<file path="src/rtl/nor_wp_pkg.sv">
package nor_wp_pkg;

  typedef enum logic [2:0] {
    OP_IDLE   = 3'd0,
    OP_WREN   = 3'd1,
    OP_WRDI   = 3'd2,
    OP_WRSR   = 3'd3,
    OP_RDSR   = 3'd4,
    OP_PROG   = 3'd5,
    OP_SERASE = 3'd6,
    OP_BERASE = 3'd7
  } wp_op_e;

  // status byte bit positions
  localparam int unsigned ST_BUSY = 0;
  localparam int unsigned ST_WEL  = 1;
  localparam int unsigned ST_LV0  = 2;
  localparam int unsigned ST_LV2  = 4;
  localparam int unsigned ST_TB   = 5;
  localparam int unsigned ST_LV3  = 6;
  localparam int unsigned ST_LOCK = 7;

  // bits a status load may change
  localparam logic [7:0] ST_WR_MASK = 8'hFC;

endpackage

</file>
<file path="src/rtl/nor_wp_status.sv">
module nor_wp_status
  import nor_wp_pkg::*;
(
  input  logic       clk,
  input  logic       rst_n,
  input  logic       cmd_valid_i,
  input  wp_op_e     cmd_op_i,
  input  logic [7:0] cmd_data_i,
  input  logic       wp_n_i,
  output logic [7:0] status_o
);

  logic [7:0] st_q, st_d;
  logic       st_en;
  logic       wr_allowed;

  assign st_en      = cmd_valid_i;
  assign wr_allowed = st_q[ST_WEL] && (wp_n_i || !st_q[ST_LOCK]);

  always_comb begin
    st_d = st_q;
    unique case (cmd_op_i)
      OP_WREN: st_d[ST_WEL] = 1'b1;
      OP_WRDI: st_d[ST_WEL] = 1'b0;
      OP_WRSR: begin
        if (wr_allowed) st_d = (cmd_data_i & ST_WR_MASK) | (st_q & ~ST_WR_MASK);
        st_d[ST_WEL] = 1'b0;
      end
      OP_PROG, OP_SERASE, OP_BERASE: st_d[ST_WEL] = 1'b0;
      default: ;
    endcase
    st_d[ST_BUSY] = 1'b0;
  end

  always_ff @(posedge clk or negedge rst_n) begin
    if (!rst_n)     st_q <= '0;
    else if (st_en) st_q <= st_d;
  end

  assign status_o = st_q;

  assert_wren_sets_R2: assert property (@(posedge clk) disable iff (!rst_n)
    (cmd_valid_i && cmd_op_i == OP_WREN) |=> status_o[ST_WEL]);

  assert_wrdi_clears_R2: assert property (@(posedge clk) disable iff (!rst_n)
    (cmd_valid_i && cmd_op_i == OP_WRDI) |=> !status_o[ST_WEL]);

  assert_locked_load_R4: assert property (@(posedge clk) disable iff (!rst_n)
    (cmd_valid_i && cmd_op_i == OP_WRSR && !wp_n_i && status_o[ST_LOCK])
      |=> $stable(status_o[7:2]));

  assert_load_needs_wel_R5: assert property (@(posedge clk) disable iff (!rst_n)
    (cmd_valid_i && cmd_op_i == OP_WRSR && !status_o[ST_WEL])
      |=> $stable(status_o[7:2]));

  assert_wel_drops_R6: assert property (@(posedge clk) disable iff (!rst_n)
    (cmd_valid_i && (cmd_op_i == OP_WRSR || cmd_op_i == OP_PROG ||
                     cmd_op_i == OP_SERASE || cmd_op_i == OP_BERASE))
      |=> !status_o[ST_WEL]);

endmodule

</file>
<file path="src/rtl/nor_wp_region.sv">
module nor_wp_region #(
  parameter int unsigned SECT_W = 9
) (
  input  logic              clk,
  input  logic              rst_n,
  input  logic [3:0]        level_i,
  input  logic              bottom_i,
  input  logic [SECT_W-1:0] sector_i,
  output logic              prot_o
);

  localparam logic [SECT_W:0] ONE    = (SECT_W+1)'(1);
  localparam logic [SECT_W:0] NSECT  = ONE << SECT_W;
  localparam logic [4:0]      SH_CAP = 5'(SECT_W);

  logic [4:0]      shift;
  logic [SECT_W:0] count;
  logic [SECT_W:0] sec_ext;

  assign shift   = {1'b0, level_i} - 5'd1;
  assign sec_ext = {1'b0, sector_i};

  always_comb begin
    if (level_i == 4'd0)      count = '0;
    else if (shift >= SH_CAP) count = NSECT;
    else                      count = ONE << shift;
  end

  assign prot_o = bottom_i ? (sec_ext < count) : (sec_ext >= (NSECT - count));

  assert_level0_open_R8: assert property (@(posedge clk) disable iff (!rst_n)
    (level_i == 4'd0) |-> !prot_o);

  assert_edge_sectors_R8: assert property (@(posedge clk) disable iff (!rst_n)
    (level_i != 4'd0 && sector_i == (bottom_i ? '0 : '1)) |-> prot_o);

endmodule

</file>
<file path="src/rtl/nor_wp_gate.sv">
module nor_wp_gate
  import nor_wp_pkg::*;
(
  input  logic       clk,
  input  logic       rst_n,
  input  logic       cmd_valid_i,
  input  wp_op_e     cmd_op_i,
  input  logic [7:0] status_i,
  input  logic       prot_i,
  output logic       rd_valid_o,
  output logic [7:0] rd_data_o,
  output logic       resp_valid_o,
  output logic       resp_grant_o
);

  logic       is_rd, is_pe, level_nz, grant_d;
  logic       rd_vld_q, rsp_vld_q, rsp_gnt_q;
  logic [7:0] rd_dat_q;

  assign is_rd    = cmd_valid_i && cmd_op_i == OP_RDSR;
  assign is_pe    = cmd_valid_i && (cmd_op_i == OP_PROG || cmd_op_i == OP_SERASE ||
                                    cmd_op_i == OP_BERASE);
  assign level_nz = status_i[ST_LV3] || (status_i[ST_LV2:ST_LV0] != 3'd0);

  always_comb begin
    grant_d = 1'b0;
    if (status_i[ST_WEL]) begin
      if (cmd_op_i == OP_BERASE) grant_d = !level_nz;
      else                       grant_d = !prot_i;
    end
  end

  always_ff @(posedge clk or negedge rst_n) begin
    if (!rst_n) begin
      rd_vld_q  <= 1'b0;
      rsp_vld_q <= 1'b0;
      rsp_gnt_q <= 1'b0;
    end else begin
      rd_vld_q  <= is_rd;
      rsp_vld_q <= is_pe;
      rsp_gnt_q <= is_pe && grant_d;
    end
  end

  always_ff @(posedge clk or negedge rst_n) begin
    if (!rst_n)     rd_dat_q <= '0;
    else if (is_rd) rd_dat_q <= status_i;
  end

  assign rd_valid_o   = rd_vld_q;
  assign rd_data_o    = rd_dat_q;
  assign resp_valid_o = rsp_vld_q;
  assign resp_grant_o = rsp_gnt_q;

  assert_no_wel_deny_R7: assert property (@(posedge clk) disable iff (!rst_n)
    (is_pe && !status_i[ST_WEL]) |=> (resp_valid_o && !resp_grant_o));

  assert_bulk_level_R9: assert property (@(posedge clk) disable iff (!rst_n)
    (cmd_valid_i && cmd_op_i == OP_BERASE && level_nz) |=> !resp_grant_o);

  assert_one_result_R10: assert property (@(posedge clk) disable iff (!rst_n)
    !(rd_valid_o && resp_valid_o));

  assert_grant_in_resp_R10: assert property (@(posedge clk) disable iff (!rst_n)
    resp_grant_o |-> resp_valid_o);

endmodule

</file>
<file path="src/rtl/nor_wp_unit.sv">
module nor_wp_unit
  import nor_wp_pkg::*;
#(
  parameter int unsigned SECT_W = 9
) (
  input  logic              clk,
  input  logic              rst_n,
  input  logic              cmd_valid_i,
  input  logic [2:0]        cmd_op_i,
  input  logic [7:0]        cmd_data_i,
  input  logic [SECT_W-1:0] cmd_sector_i,
  input  logic              wp_n_i,
  output logic              rd_valid_o,
  output logic [7:0]        rd_data_o,
  output logic              resp_valid_o,
  output logic              resp_grant_o
);

  wp_op_e     op;
  logic [7:0] status;
  logic [3:0] level;
  logic       prot;

  assign op    = wp_op_e'(cmd_op_i);
  assign level = {status[ST_LV3], status[ST_LV2:ST_LV0]};

  nor_wp_status u_status (
    .clk         (clk),
    .rst_n       (rst_n),
    .cmd_valid_i (cmd_valid_i),
    .cmd_op_i    (op),
    .cmd_data_i  (cmd_data_i),
    .wp_n_i      (wp_n_i),
    .status_o    (status)
  );

  nor_wp_region #(.SECT_W(SECT_W)) u_region (
    .clk      (clk),
    .rst_n    (rst_n),
    .level_i  (level),
    .bottom_i (status[ST_TB]),
    .sector_i (cmd_sector_i),
    .prot_o   (prot)
  );

  nor_wp_gate u_gate (
    .clk          (clk),
    .rst_n        (rst_n),
    .cmd_valid_i  (cmd_valid_i),
    .cmd_op_i     (op),
    .status_i     (status),
    .prot_i       (prot),
    .rd_valid_o   (rd_valid_o),
    .rd_data_o    (rd_data_o),
    .resp_valid_o (resp_valid_o),
    .resp_grant_o (resp_grant_o)
  );

endmodule

</file>
<file path="config.mk">
export PLATFORM = sky130hd
export DESIGN_NAME = nor_wp_unit
export DESIGN_NICKNAME = d
export VERILOG_FILES = /design/src/rtl/nor_wp_pkg.sv /design/src/rtl/nor_wp_status.sv /design/src/rtl/nor_wp_region.sv /design/src/rtl/nor_wp_gate.sv /design/src/rtl/nor_wp_unit.sv
export SDC_FILE = /design/constraint.sdc
export NUM_CORES = 1
export LEC_CHECK = 0
export CORE_MARGIN = 1
export CORE_UTILIZATION = 50
export DETAILED_ROUTE_END_ITERATION = 10
export GPL_ROUTABILITY_DRIVEN = 1
export PLACE_DENSITY = 0.8
export SYNTH_ARGS = -nofsm -noshare
export SYNTH_HDL_FRONTEND = slang
export SYNTH_SLANG_ARGS = --single-unit
export TNS_END_PERCENT = 20
</file>
<file path="constraint.sdc">
create_clock -name clk -period 7 [get_ports clk]
set_clock_uncertainty 0.2 [all_clocks]
set_input_delay 1.4 -clock clk [delete_from_list [all_inputs] [get_ports clk]]
set_output_delay 1.4 -clock clk [all_outputs]
set_load 0.01 [all_outputs]
</file>
Word level (Yosys, flattened, before mapping)
Index checks and enable logic that the tools add are counted.

$add $sub $neg: 2. Order comparisons: 3. Equality and inequality tests: 7. Shift operators: 1. Muxes and demuxes: 6. Bitwise operators: 1. Reductions and logical operators: 17.

Operators by type and width (count): two-way mux 10 bit (2); equality test 3 bit (second input constant) (4); >= comparator 9 x 10 -> 1 bit (1); < comparator 9 x 10 -> 1 bit (1); left shift 1 x 5 -> 10 bit (first input constant) (1); subtractor 10 bit (first input constant) (1); OR 8 x 2 -> 8 bit (1); equality test 3 x 2 -> 1 bit (second input constant) (2); >= comparator 5 x 4 -> 1 bit (second input constant) (1); OR reduction 5 bit (1); subtractor 4 x 1 -> 5 bit (second input constant) (1); logical AND 1 bit (4); zero test 4 bit (1); logical OR 1 bit (4); equality test 3 x 1 -> 1 bit (second input constant) (1); zero test 1 bit (3); two-way mux 1 bit (3); AND reduction 3 bit (1); nonzero test 3 bit (1); case mux 1 bit (2 select lines) (1); AND reduction 2 bit (1); nonzero test 2 bit (1).

Register bits: 17. Input port bits: 24. Output and inout port bits: 11. Word-level logic and storage cells: 43.

Longest topological paths before layout
Word-level depth: 11. Gate-level depth with buffers: 17. Mapped depth without buffers: 16.

Modules after synthesis
Synthesis repeated with hierarchy kept, for this count alone.

Cells, all modules: 169. Area total of the unflattened synthesis: 1616.6 um^2.

Modules (own cells, without submodules): nor_wp_region (instances 1, cells each 120, area each 882.1 um^2, sequential area each 0.0 um^2); nor_wp_gate (instances 1, cells each 27, area each 419.2 um^2, sequential area each 275.3 um^2); nor_wp_status (instances 1, cells each 22, area each 315.3 um^2, sequential area each 175.2 um^2).

Least setup slack after synthesis
Ideal clock, no wire load.

Path type: register to register. Start: register u_status.st_q[2] (netlist: u_status.status_o[2]). End: register u_gate.rsp_gnt_q (netlist: u_gate.resp_grant_o). Setup time: 0.120 ns. Data arrival time: 2.849 ns. Required time: 6.680 ns. Slack: 3.831 ns. Stages on the path, launching flop included: 18. Path buffers: 1. Period minus slack after synthesis: 3.169 ns. Cell sequence: dfrtp_1 > inv_1 > ha_1 > clkbuf_1 > nor2_1 > mux2i_1 > o22ai_1 > nand2_1 > ha_1 > nand4_1 > xor2_1 > ha_1 > and4_1 > nand2_1 > o211ai_1 > a31oi_1 > a311o_1 > and3b_1.

Word-level cells in the longest chain between the ends: 11. Elaborated cells between the ends (all ways): 17. Those cells by class: add/sub (2); order compare (3); shift (1); mux (5); reduce/logical (6).

Ends and longest elaborated chain: start, declared (line nor_wp_status.sv:13) `logic [7:0] st_q, st_d;`; start signal, assigned (line nor_wp_status.sv:37) `else if (st_en) st_q <= st_d;`; subtractor 4 x 1 -> 5 bit (line nor_wp_region.sv:20) `assign shift = {1'b0, level_i} - 5'd1;`; >= comparator 5 x 4 -> 1 bit / left shift 1 x 5 -> 10 bit (equally long branches) (line nor_wp_region.sv:25, nor_wp_region.sv:26); two-way mux 10 bit (line nor_wp_region.sv:25) `else if (shift >= SH_CAP) count = NSECT;`; two-way mux 10 bit (line nor_wp_region.sv:24) `if (level_i == 4'd0) count = '0;`; subtractor 10 bit (line nor_wp_region.sv:29) `assign prot_o = bottom_i ? (sec_ext < count) : (sec_ext >= (NSECT - count));`; >= comparator 9 x 10 -> 1 bit (line nor_wp_region.sv:29); two-way mux 1 bit (line nor_wp_region.sv:29); zero test 1 bit (line nor_wp_gate.sv:29) `else grant_d = !prot_i;`; two-way mux 1 bit (*) (line nor_wp_gate.sv:28) `if (cmd_op_i == OP_BERASE) grant_d = !level_nz;`; two-way mux 1 bit (*) (line nor_wp_gate.sv:27) `if (status_i[ST_WEL]) begin`; logical AND 1 bit (*) (line nor_wp_gate.sv:41) `rsp_gnt_q <= is_pe && grant_d;`; end signal, assigned (line nor_wp_gate.sv:41); end, declared (line nor_wp_gate.sv:17) `logic rd_vld_q, rsp_vld_q, rsp_gnt_q;`.

Mark *: on every way between the ends. The rest lies on a longest branch, timed or not. A chain may end at the register's enable or synchronous reset.

Worst setup path after layout
Same ends and word-level chain as after synthesis.

==> results.toml <==
[status]
outcome = "finished, final reports clean"

[floorplanning]
die_y_um = 56.3
fp-row-count = 19
core_area_mm2 = 0.00278
dieArea_mm2 = 0.00317
initial_core_util = 0.530
die_w_um = 56.3
ioPinCount = 35

[global_route]
grt_pass1_vias = 1334
grt_first_pass_wirelength_mm = 5.75
grtUsageMet3 = 0.0415
busiest_layer = "met2"
grtUsageTotal = 0.228
grt_antenna_before_repair = 0
grt_max_degree = 18
grt.met1_usage = 0.280
grt_overflow = 0
met2_usage = 0.413

[worst_setup_path]
path_max_fanout = 9
r2r-start = "u_status.status_o[2]"
critPathTopFamily = "adder cells"
crit_path_end = "u_gate.resp_grant_o"
reg2regPathDepth = 16
cp-start-kind = "register"
slowest_delay_ns = 0.51
worstPathBufferInverterCount = 1
crit_type = "register to register"
reg2reg_setup_slack_ns = 3.38
slowest_stage = "dfrtp_1"
arrival_ns = 3.61
worst_setup_path_end_kind = "register"
crit_top_cell = "ha_1"
crit_path_start = "u_status.status_o[2]"
path_depth = 16
crit_required_ns = 6.98
crit_chain = "inv_1 > ha_1 > nor2_1 > mux2i_1 > o22ai_1 > nand2_1 > ha_1 > nand3_1 > xor2_1 > ha_1 > and4_1 > nand2_1 > o211ai_1 > a31oi_1 > a311o_1 > and3b_1"
reg2reg_to = "u_gate.resp_grant_o"

[route]
ant_nets = 0
firstDrtPassIters = 4
wl_per_cell_um = 14.4
via_per_inst = 5.85
drcViolationCount = 0
vias = 1292
wl_mm = 3.18
drtIter0Drc = 29

[placed_design]
gp_congestion = 0.817
port-buffer-count = 31
dp_hpwl_mm = 2.68
placed_area_mm2 = 0.00180

[timing]
finalHoldViolations = 0
rsz0062_at_grt = "false"
fmaxAchievable_ghz = 0.276
min_period_ns = 3.62
setup_viol = 0
setup_tns_ns = 0
slew_headroom = 0.511
timing.final.max_slew_violations = 0
timing.final.crit_share = 0.518
worst_pin_slew_ns = 0.731

[synth]
postSynthCellCount = 159
synth-async-reset-ratio = 1.00
ys_ff_latch = 17
ys.flop_type = "dfrtp_1"
yosysWarnings = 0
seq_area_frac_synth = 0.288
syn_area_per_cell_um2 = 9.28
synth-edff-count = 0
syn_area_mm2 = 0.00148
synthDistinctLibCells = 41
syn-num-nets = 206

[final_layout]
layout_commonest_cell = "clkdlybuf4s50_1"
n_fill_cell = 231
layout_common_cells = "clkdlybuf4s50_1, ha_1, nand2_1"
num-nets-final = 238
drive_gt1_frac = 0.116
antennaDiodeCount = 0
design_area_mm2 = 0.00183
syn_to_final_growth_pct = 23.9

[clock_network]
cts.sinks = 17
cts_tree = "built"
cts_max_level = 1
clock_latency_ns = 0.29
cts.clk_slew.worst_paths_ns = 0.10
postCtsResizedCells = 0
post_cts_buffers = 0
cts_buffer_depth = 2
cts-root-buf = "clkbuf_4"
cts_made_buffers = 3
hold_buffers = 0

[hold_path]
hold_path_class = "register to register"

[power]
peakVddDrop_v = 0.000240
cellLeakagePower_nw = 0.811
cellPowerDensity_mw_per_mm2 = 270

[job]
max_cap_violations = 0
[worst register-to-register path: stages (launching register included)]
cell	delay (ns)
dfrtp_1	0.51
inv_1	0.13
ha_1	0.33
nor2_1	0.14
mux2i_1	0.10
o22ai_1	0.31
nand2_1	0.13
ha_1	0.27
nand3_1	0.12
xor2_1	0.08
ha_1	0.33
and4_1	0.21
nand2_1	0.06
o211ai_1	0.07
a31oi_1	0.07
a311o_1	0.29
and3b_1	0.18
[through the flow]
step	worst slack [ns]	utilization	std cells	power, mW	hold WS (ns)
4_1_cts	3.40	0.657	221	0.496	0.331
3_3_place_gp	3.53	0.646	217	0.421	0.290
6_report	3.38	0.657	221	0.493	0.323
3_5_place_dp	3.42	0.646	217	0.441	0.306
2_1_floorplan	3.83	-	159	0.349	0.297
5_1_grt	3.16	0.657	221	0.539	0.349
[final cells by class]
type / instances / area (µm²) / share of cell area
multi-input cells: 130 / 993 / 0.543
inverters: 8 / 30.0 / 0.0164
repair buffers: 31 / 310 / 0.170
clock inverters: 1 / 7.51 / 0.00411
well taps: 31 / 38.8 / 0.0212
clock buffers: 3 / 22.5 / 0.0123
flip-flops and latches: 17 / 425 / 0.233
[registers in the layout (all words and copies together) (netlist names)]
| name | count |
|---|---|
| u_status.status_o | 7 |
| u_gate.resp_grant_o | 1 |
| u_gate.rd_data_o | 7 |
| u_gate.resp_valid_o | 1 |
| u_gate.rd_valid_o | 1 |
[per-layer routing]
metal / part of all wire / wire length (µm) / up-vias
met5: 0 / 0 / -
met1: 0.43 / 1380 / 629
met2: 0.53 / 1700 / 24
met4: 0.0038 / 12 / 0
met3: 0.029 / 93 / 2
li1: - / - / 637
[synthesized netlist by cell type, types with 2 or more instances]
cell	instances	area [µm²]
ha_1	23	288
nand2_1	19	71.3
dfrtp_1	17	425
mux2_2	13	146
a21oi_1	10	50.1
nor2_1	10	37.5
inv_1	8	30.0
nand3_1	6	30.0
o21ai_0	5	25.0
xor2_1	5	43.8
a211o_1	3	26.3
o21a_1	3	22.5
o22ai_1	3	18.8
xnor2_1	3	26.3
clkbuf_1	2	7.51
mux2i_1	2	20.0
nand2b_1	2	12.5
nor2b_1	2	12.5
[worst min-delay path by stage]
stage	from	to	cells after the start
3_5_place_dp	u_gate.rd_data_o[7]	u_gate.rd_data_o[7]	1
2_1_floorplan	u_status.status_o[7]	u_gate.rd_data_o[7]	1
3_3_place_gp	u_gate.rd_data_o[7]	u_gate.rd_data_o[7]	1
5_1_grt	u_gate.rd_data_o[2]	u_gate.rd_data_o[2]	1
4_1_cts	u_gate.rd_data_o[7]	u_gate.rd_data_o[7]	1
6_report	u_gate.rd_data_o[7]	u_gate.rd_data_o[7]	1
[logic make-up after synthesis]
| kind of cell | count (synthesis) | synth area share |
|---|---|---|
| xor+xnor | 8 | 0.0475 |
| simple gates | 51 | 0.174 |
| flops | 17 | 0.288 |
| buf+inv | 12 | 0.0382 |
| mux | 15 | 0.113 |
| compound gates | 32 | 0.142 |
| fa+ha+maj | 23 | 0.195 |
| other cells | 1 | 0.00254 |
[report_power, final]
part / leakage, nW / switching, mW / internal [mW]
logic: 0.575 / 0.147 / 0.146
registers: 0.223 / 0.0274 / 0.120
clock network: 0.0139 / 0.0308 / 0.0217
total: 0.811 / 0.205 / 0.288
Note: power is estimated with default switching activity, not from simulation.
